<file path="src/rtl/tmr_pkg.sv">
package tmr_pkg;
   localparam int DATA_W = 32;
   localparam int N_CH   = 2;
   localparam int CLKON_BIT = 16;

   typedef enum logic [3:0] {
      OFF_CMD  = 4'd0,
      OFF_MODE = 4'd1,
      OFF_CA   = 4'd2,
      OFF_CB   = 4'd3,
      OFF_CMP  = 4'd4,
      OFF_CNT  = 4'd5,
      OFF_STAT = 4'd6,
      OFF_MSET = 4'd7,
      OFF_MCLR = 4'd8,
      OFF_MASK = 4'd9
   } ch_off_e;

   localparam logic [1:0] SPACE_BLK = 2'd2;
   localparam logic [3:0] BLK_SYNC  = 4'd0;
   localparam logic [3:0] BLK_MODE  = 4'd1;
endpackage

</file>
<file path="src/rtl/tmr_prescale.sv">
module tmr_prescale #(
   parameter int SEL_W = 2
) (
   input  logic             clk,
   input  logic             rst_n,
   input  logic             run,
   input  logic             clear,
   input  logic [SEL_W-1:0] sel,
   output logic             tick
);
   localparam int PW = (1 << SEL_W) - 1;

   if (SEL_W < 1 || SEL_W > 3) begin : g_bad_sel
      $error("tmr_prescale: SEL_W must be 1..3");
   end

   logic [PW-1:0] phase;
   logic [PW-1:0] low_mask;

   for (genvar i = 0; i < PW; i++) begin : g_mask
      assign low_mask[i] = (int'(sel) > i);
   end

   always_ff @(posedge clk) begin
      if (!rst_n)      phase <= '0;
      else if (clear)  phase <= '0;
      else if (run)    phase <= phase + 1'b1;
   end

   assign tick = &(phase | ~low_mask);
endmodule

</file>
<file path="src/rtl/tmr_channel.sv">
module tmr_channel
   import tmr_pkg::*;
#(
   parameter int CNT_W = 16,
   parameter int SEL_W = 2
) (
   input  logic              clk,
   input  logic              rst_n,
   input  logic              wr_en,
   input  logic              rd_stat,
   input  logic [3:0]        off,
   input  logic [CNT_W-1:0]  wdata,
   input  logic              sync_trig,
   input  logic              chain_mode,
   input  logic              chain_tick,
   output logic [DATA_W-1:0] rdata,
   output logic              wrap_evt,
   output logic              irq
);
   if (CNT_W < 8 || CNT_W > CLKON_BIT) begin : g_bad_w
      $error("tmr_channel: CNT_W must be 8..16");
   end

   logic [SEL_W-1:0] mode_sel;
   logic             mode_rst;
   logic [CNT_W-1:0] cmp_a, cmp_b, cmp_r, cnt;
   logic             clken, clken_nxt;
   logic             flag_wrap, flag_cmp;
   logic             mask_wrap, mask_cmp;
   logic             cmd_wr, trig, pre_tick, tick, advance, cmp_hit, restart;

   assign cmd_wr = wr_en && (off == OFF_CMD);

   always_comb begin
      clken_nxt = clken;
      if (cmd_wr) begin
         if (wdata[1])      clken_nxt = 1'b0;
         else if (wdata[0]) clken_nxt = 1'b1;
      end
   end

   assign trig = clken_nxt && ((cmd_wr && wdata[2]) || sync_trig);

   tmr_prescale #(.SEL_W(SEL_W)) u_pre (
      .clk   (clk),
      .rst_n (rst_n),
      .run   (clken),
      .clear (trig),
      .sel   (mode_sel),
      .tick  (pre_tick)
   );

   assign tick     = chain_mode ? chain_tick : pre_tick;
   assign advance  = clken && tick && !trig;
   assign cmp_hit  = advance && (cnt == cmp_r);
   assign restart  = cmp_hit && mode_rst;
   assign wrap_evt = advance && (&cnt) && !restart;

   always_ff @(posedge clk) begin
      if (!rst_n) begin
         clken <= 1'b0;
         cnt   <= '0;
      end else begin
         clken <= clken_nxt;
         if (trig)         cnt <= '0;
         else if (restart) cnt <= '0;
         else if (advance) cnt <= cnt + 1'b1;
      end
   end

   always_ff @(posedge clk) begin
      if (!rst_n) begin
         mode_sel <= '0;
         mode_rst <= 1'b0;
         cmp_a    <= '0;
         cmp_b    <= '0;
         cmp_r    <= '0;
      end else if (wr_en) begin
         case (off)
            OFF_MODE: begin
               mode_sel <= wdata[SEL_W-1:0];
               mode_rst <= wdata[2];
            end
            OFF_CA:  cmp_a <= wdata;
            OFF_CB:  cmp_b <= wdata;
            OFF_CMP: cmp_r <= wdata;
            default: ;
         endcase
      end
   end

   always_ff @(posedge clk) begin
      if (!rst_n) begin
         flag_wrap <= 1'b0;
         flag_cmp  <= 1'b0;
      end else begin
         flag_wrap <= wrap_evt | (flag_wrap & ~rd_stat);
         flag_cmp  <= cmp_hit  | (flag_cmp  & ~rd_stat);
      end
   end

   always_ff @(posedge clk) begin
      if (!rst_n) begin
         mask_wrap <= 1'b0;
         mask_cmp  <= 1'b0;
      end else if (wr_en && off == OFF_MSET) begin
         mask_wrap <= mask_wrap | wdata[0];
         mask_cmp  <= mask_cmp  | wdata[4];
      end else if (wr_en && off == OFF_MCLR) begin
         mask_wrap <= mask_wrap & ~wdata[0];
         mask_cmp  <= mask_cmp  & ~wdata[4];
      end
   end

   assign irq = (flag_wrap & mask_wrap) | (flag_cmp & mask_cmp);

   always_comb begin
      rdata = '0;
      case (off)
         OFF_MODE: begin
            rdata[SEL_W-1:0] = mode_sel;
            rdata[2]         = mode_rst;
         end
         OFF_CA:   rdata = DATA_W'(cmp_a);
         OFF_CB:   rdata = DATA_W'(cmp_b);
         OFF_CMP:  rdata = DATA_W'(cmp_r);
         OFF_CNT:  rdata = DATA_W'(cnt);
         OFF_STAT: begin
            rdata[0]         = flag_wrap;
            rdata[4]         = flag_cmp;
            rdata[CLKON_BIT] = clken;
         end
         OFF_MASK: begin
            rdata[0] = mask_wrap;
            rdata[4] = mask_cmp;
         end
         default: rdata = '0;
      endcase
   end
endmodule

</file>
<file path="src/rtl/tmr_pair.sv">
module tmr_pair
   import tmr_pkg::*;
#(
   parameter int CNT_W    = 16,
   parameter int SEL_W    = 2,
   parameter bit CHAIN_EN = 1'b1
) (
   input  logic              clk,
   input  logic              rst_n,
   input  logic              bus_wr,
   input  logic              bus_rd,
   input  logic [5:0]        bus_addr,
   input  logic [DATA_W-1:0] bus_wdata,
   output logic [DATA_W-1:0] bus_rdata,
   output logic [N_CH-1:0]   irq
);
   logic [1:0]        space;
   logic [3:0]        off;
   logic              sync_trig;
   logic              chain_on;
   logic [N_CH-1:0]   wrap_v;
   logic [N_CH-1:0]   chain_mode_v;
   logic [N_CH-1:0]   chain_tick_v;
   logic [DATA_W-1:0] ch_rdata [N_CH];

   assign space     = bus_addr[5:4];
   assign off       = bus_addr[3:0];
   assign sync_trig = bus_wr && space == SPACE_BLK && off == BLK_SYNC && bus_wdata[0];

   if (CHAIN_EN) begin : g_chain
      always_ff @(posedge clk) begin
         if (!rst_n)
            chain_on <= 1'b0;
         else if (bus_wr && space == SPACE_BLK && off == BLK_MODE)
            chain_on <= bus_wdata[0];
      end
   end else begin : g_nochain
      assign chain_on = 1'b0;
   end

   assign chain_mode_v = {chain_on, 1'b0};
   assign chain_tick_v = {wrap_v[0], 1'b0};

   for (genvar ch = 0; ch < N_CH; ch++) begin : g_ch
      tmr_channel #(.CNT_W(CNT_W), .SEL_W(SEL_W)) u_ch (
         .clk        (clk),
         .rst_n      (rst_n),
         .wr_en      (bus_wr && space == 2'(ch)),
         .rd_stat    (bus_rd && space == 2'(ch) && off == OFF_STAT),
         .off        (off),
         .wdata      (bus_wdata[CNT_W-1:0]),
         .sync_trig  (sync_trig),
         .chain_mode (chain_mode_v[ch]),
         .chain_tick (chain_tick_v[ch]),
         .rdata      (ch_rdata[ch]),
         .wrap_evt   (wrap_v[ch]),
         .irq        (irq[ch])
      );
   end

   always_comb begin
      bus_rdata = '0;
      case (space)
         2'd0:      bus_rdata = ch_rdata[0];
         2'd1:      bus_rdata = ch_rdata[1];
         SPACE_BLK: bus_rdata[0] = (off == BLK_MODE) && chain_on;
         default:   bus_rdata = '0;
      endcase
   end
endmodule

</file>
<file path="config.mk">
export PLATFORM = sky130hd
export DESIGN_NAME = tmr_pair
export DESIGN_NICKNAME = d
export VERILOG_FILES = /design/src/rtl/tmr_pkg.sv /design/src/rtl/tmr_prescale.sv /design/src/rtl/tmr_channel.sv /design/src/rtl/tmr_pair.sv
export SDC_FILE = /design/constraint.sdc
export NUM_CORES = 1
export LEC_CHECK = 0
export CELL_PAD_IN_SITES_DETAIL_PLACEMENT = 0
export CELL_PAD_IN_SITES_GLOBAL_PLACEMENT = 1
export CORE_AREA = 8 8 135 137
export CTS_BUF_LIST = sky130_fd_sc_hd__clkbuf_8
export CTS_CLUSTER_DIAMETER = 150
export CTS_CLUSTER_SIZE = 16
export DETAILED_ROUTE_END_ITERATION = 12
export DIE_AREA = 0 0 143 145
export DONT_BUFFER_PORTS = 1
export PLACE_DENSITY = 0.83
export SLEW_MARGIN = 10
export SYNTH_ARGS = -nofsm -noshare
export SYNTH_HDL_FRONTEND = slang
export SYNTH_SLANG_ARGS = --single-unit
</file>
<file path="constraint.sdc">
create_clock -name clk -period 3.28 [get_ports clk]
set_input_delay 0.164 -clock clk [delete_from_list [all_inputs] [get_ports clk]]
set_output_delay 0.164 -clock clk [all_outputs]
set_load 0.01 [all_outputs]
</file>
==> results of run 1 <==
registers in the layout, indices dropped and copies added (netlist names), 4 cells and up, named ones only:
signal                 flops
g_ch.u_ch.cmp_r           32
g_ch.u_ch.cnt             32
g_ch.u_ch.cmp_b           32
g_ch.u_ch.cmp_a           32
g_ch.u_ch.u_pre.phase      6
g_ch.u_ch.mode_sel         4
metal layers:
| metal | GRT usage [%] | vias up | share of wire (%) |
|---|---|---|---|
| met4 | 7.12 | 2 | 1.8 |
| li1 | - | 3296 | - |
| met3 | 4.56 | 29 | 7.0 |
| met5 | 0 | - | 0.055 |
| met2 | 33.5 | 205 | 46 |
| met1 | 28.2 | 3172 | 45 |
report_power, final:
part / switching (mW) / total [mW] / internal [mW]
clock network: 0.730 / 1.73 / 0.996
registers: 0.00451 / 1.84 / 1.84
logic: 0.124 / 0.194 / 0.0704
total: 0.859 / 3.76 / 2.90
logic make-up after synthesis:
group           count (synthesis)  synth area share [%]
simple gates                  391                  23.0
mux                             8                  1.04
fa+ha+maj                       4                 0.652
other cells                     1                0.0488
buf+inv                        93                  5.64
compound gates                254                  24.3
flops                         151                  39.4
xor+xnor                       52                  5.93
cell usage after synthesis (all sizes together) (11+ instances only):
cell type / instances / area, um2
a222oi: 28 / 280
nand4: 16 / 115
o21ai: 25 / 129
a21oi: 47 / 235
dfxtp: 151 / 3020
and2: 11 / 68.8
a31o: 12 / 105
xor2: 12 / 105
nand2: 244 / 916
nand3: 24 / 120
buf: 25 / 178
xnor2: 40 / 350
nor2: 37 / 139
a21boi: 105 / 788
clkbuf: 63 / 236
worst max-delay path: stages, from the launching register on:
cell and delay, ns:
dfxtp_1 0.45, ha_1 0.23, and3_1 0.18, and3_1 0.23, nand4_4 0.17, a2111oi_4 0.55, o21ai_2 0.31, or4_1 0.56
a21oi_1 0.15
what timing repair did:
action	4_1_cts	5_1_grt
hold buffers	24	0
endpoints found under the hold margin	116	0
gates resized for setup	0	0
worst paths after layout:
check,cells after the start,endpoint,from
setup / recovery,8,g_ch[1].u_ch.cnt[7],g_ch[0].u_ch.cnt[0]
hold / removal,2,g_ch[1].u_ch.u_pre.phase[0],rst_n
setup reg to reg,8,g_ch[1].u_ch.cnt[7],g_ch[0].u_ch.cnt[0]
hold reg to reg,2,g_ch[1].u_ch.cmp_b[12],g_ch[1].u_ch.cmp_b[12]
through the flow:
stage               setup slack [ns]  utilization (%)  std cells  hold slack [ns]
floorplan                      0.932                -        968            0.299
global placement               0.424             47.8       1115            0.301
detailed placement             0.397             47.8       1115            0.303
finish                         0.383             52.3       1171         0.000989
global route                   0.150             52.3       1171           0.0132
CTS                            0.373             52.3       1171          0.00532
area by class of cell:
cell class                 instances  area share, %
multi-input combinational        724           50.8
sequential                       151           35.7
timing repair buffer              39           4.38
tap                              220           3.25
clock buffer                      18           2.93
clock inverter                    14           2.72
inverter                           5          0.222
==> metrics, run 1 <==
run status=complete, no violations; ys async rst share=0%; All-Layer GR Usage=21.3%; ys flop type=dfxtp_1; VDD IR max=0.000249 V; Crit Path Class=flip-flop to flip-flop; vias in the first global route=6404; R2R setup slack=0.38 ns; dpl cell area=7720 um2; clock transition at the registers of the reported paths=0.09 ns; layout net count=984; Pleak=2.61 nW; CP endpoint kind=flip-flop; drt initial violations=643; clock latency at the later pin of the worst-skew pair=0.47 ns; Max Cap Viol=0; final hold vios=0; DRC violation count after routing=0; largest net degree at the start of global routing=112; Initial Util=47.5%; crit share post-route=88.3%; via count=6704; setup repair bufs after CTS=0; CTS tree=done; Avg Vias per Cell=5.73; Port Buffers=0; Overall Power=3.76 mW; Startpoint Class=flip-flop; root buf cell=clkbuf_8; Tmin final=2.90 ns; router iterations before antenna repair=8; Mean Syn Cell Area=8.05 um2; Final TNS setup=0 ns; most frequent cells in the layout=nand2_1, dfxtp_1, a21boi_0; FF+latch count, synth=151; Synth cell types=56; GP Congestion=0.852; first-pass GRT wire length=35.2 mm; footprint of the multi-input gates=4290 um2; most common cell after layout, fill and taps aside=nand2_1; HP Class=primary input to flip-flop; Post-synth EDFFs=0; CP max FO=18; final setup skew=0.0139 ns; RSZ-0062 raised after global routing=false; H-tree levels=4; chip height=145 um; Area Overhead vs Synth=10.2%; final instance area=8460 um2; initial antenna violation count=1; Slew Limit Fails=0; fmax=345 MHz; # rows=47; WL final=21.7 mm; register cell area after layout=3020 um2; die area=20700 um2; total gr overflow=0; Setup Viol. Count Final=0; Syn Inst Count=954; # fillers=1564; CTS Sinks=151; Num CTS Buffers=17; hpwl dp=14.6 mm; max_slew headroom=34.5%; Worst Path Arrival=3.30 ns; required time worst endpoint=3.69 ns; Power Density=445 nW/um2; core box area=16200 um2; Slew @ Worst Pin=0.982 ns; I/O pin count=76; clock tree buffer depth=2; routed length per instance=18.5 um; # diodes=0; Yosys warning count=0; post-route ant nets=0; Die X=143 um; share of cells above drive strength 1=7.36%; synthesized area=7680 um2; register area share after synthesis=39.4%
(Power assumes the default switching activity.)
==> inputs of run 2 (changes only) <==
--- a/config.mk
+++ b/config.mk
@@ -7,14 +7,14 @@
 export LEC_CHECK = 0
 export CELL_PAD_IN_SITES_DETAIL_PLACEMENT = 0
 export CELL_PAD_IN_SITES_GLOBAL_PLACEMENT = 1
-export CORE_AREA = 8 8 135 137
+export CORE_AREA = 4 4 136 138
 export CTS_BUF_LIST = sky130_fd_sc_hd__clkbuf_8
 export CTS_CLUSTER_DIAMETER = 150
 export CTS_CLUSTER_SIZE = 16
 export DETAILED_ROUTE_END_ITERATION = 12
-export DIE_AREA = 0 0 143 145
+export DIE_AREA = 0 0 140 142
 export DONT_BUFFER_PORTS = 1
-export PLACE_DENSITY = 0.83
+export PLACE_DENSITY = 0.81
 export SLEW_MARGIN = 10
 export SYNTH_ARGS = -nofsm -noshare
 export SYNTH_HDL_FRONTEND = slang
==> constraint.sdc (replaced) <==
create_clock -name clk -period 2.4 [get_ports clk]
set_input_delay 0.12 -clock clk [delete_from_list [all_inputs] [get_ports clk]]
set_output_delay 0.12 -clock clk [all_outputs]
set_load 0.01 [all_outputs]
==> metrics, run 2 (synthesis gave the netlist of run 1 again) <==
run status=complete, no violations; crit share post-route=96.4%; Die X=140 um; Max Cap Viol=0; Startpoint Class=flip-flop; DRC violation count after routing=0; R2R setup slack=0.09 ns; Crit Path Class=flip-flop to flip-flop; layout net count=1042; Critical R2R Launch=g_ch[0].u_ch.cnt[0]; # rows=48; via count=6864; H-tree levels=4; Setup Viol. Count Final=0; Pleak=2.91 nW; most common cell after layout, fill and taps aside=nand2_1; GP Congestion=0.918; # diodes=0; All-Layer GR Usage=22.7%; Slew Limit Fails=0; Tmin final=2.31 ns; CTS Sinks=151; vias in the first global route=6631; dpl cell area=8170 um2; Inst Count DP=1175; total gr overflow=0; R2R depth=10; Critical Path Start=g_ch[0].u_ch.cnt[0]; drt initial violations=644; max_slew headroom=51.3%; Reg-to-Reg End=g_ch[1].u_ch.cnt[9]; clock tree buffer depth=2; core box area=17200 um2; HP Class=primary input to flip-flop; die area=19900 um2; hold depth=3; final hold vios=0; smallest hold slack=0.0447 ns; final setup skew=0.00616 ns; Initial Util=44.7%; Worst Path Arrival=2.70 ns; fmax=432 MHz; CP max FO=5; capture point of the worst path=g_ch[1].u_ch.cnt[9]; root buf cell=clkbuf_8; largest net degree at the start of global routing=112; CTS tree=done; initial antenna violation count=0; WL final=22.2 mm; fin cells=1233; Area Overhead vs Synth=16.6%; most frequent cells in the layout=nand2_1, dfxtp_1, a21boi_0; router iterations before antenna repair=7; hpwl dp=15.3 mm; Final TNS setup=0 ns; CP endpoint kind=flip-flop; Slew @ Worst Pin=0.730 ns; VDD IR max=0.000344 V; routed length per instance=18.0 um; post-route ant nets=0; chip height=142 um; Port Buffers=0; share of cells above drive strength 1=13.4%; clock latency at the later pin of the worst-skew pair=0.45 ns; required time worst endpoint=2.79 ns; Num CTS Buffers=17; Avg Vias per Cell=5.57; I/O pin count=76; Power Density=559 nW/um2; first-pass GRT wire length=36.2 mm; final instance area=8960 um2; clock transition at the registers of the reported paths=0.08 ns
[run 2: timing repair]
item	in CTS	in global routing
hold endpoints to repair	119	0
hold buffers	26	0
setup endpoints to repair	1	17
pin swaps	4	5
gates resized for setup	1	12
gates cloned	0	0
setup buffers	0	1
[run 2: final cells by class]
class	instances	area, um2
inverters	5	18.8
clock inverters	9	148
well taps	225	282
flip-flops and latches	151	3030
fillers	1689	8220
multi-input cells	724	4340
clock buffers	22	303
repair buffers	97	840
[run 2: worst min path at each step]
stage,from,end,slack [ns]
finish,bus_rd,g_ch[1].u_ch.flag_wrap,0.04
CTS,bus_addr[5],g_ch[1].u_ch.clken,0.02
global route,bus_rd,g_ch[1].u_ch.flag_wrap,0.04
floorplan,bus_wdata[6],g_ch[0].u_ch.cmp_a[6],0.25
global placement,bus_wdata[7],g_ch[0].u_ch.cmp_a[7],0.26
detailed placement,bus_wdata[8],g_ch[0].u_ch.cmp_a[8],0.26
[run 2: critical path: stages (launching register included)]
cell and delay [ns]:
dfxtp_1 0.32, buf_4 0.15, xnor2_1 0.14, nand4_1 0.12
nor4_2 0.06, buf_4 0.15, a2111oi_4 0.35, buf_4 0.22
o21ai_4 0.08, or4_4 0.54, a21oi_2 0.13
[run 2: metal layers]
layer	vias to the layer above	track usage, %	routed length, um
met5	-	0	0
met4	0	7.14	409
met3	29	4.03	1050
met2	161	36.5	10400
met1	3282	31.2	10300
li1	3392	-	-
[run 2: metrics by stage]
stage	setup WS (ns)	util (%)	total power, mW
after global placement	0.0467	47.5	2.76
after detailed placement	0.00212	47.5	2.76
after global routing	-0.0112	52.1	5.18
after floorplan	0.0517	-	2.77
final	0.0868	52.1	5.00
after CTS	0.00199	51.8	5.04
[run 2: report_power, final]
| part | total [mW] | internal [mW] | switching (mW) |
|---|---|---|---|
| clock | 2.21 | 1.26 | 0.947 |
| combinational | 0.283 | 0.108 | 0.174 |
| sequential | 2.52 | 2.51 | 0.00587 |
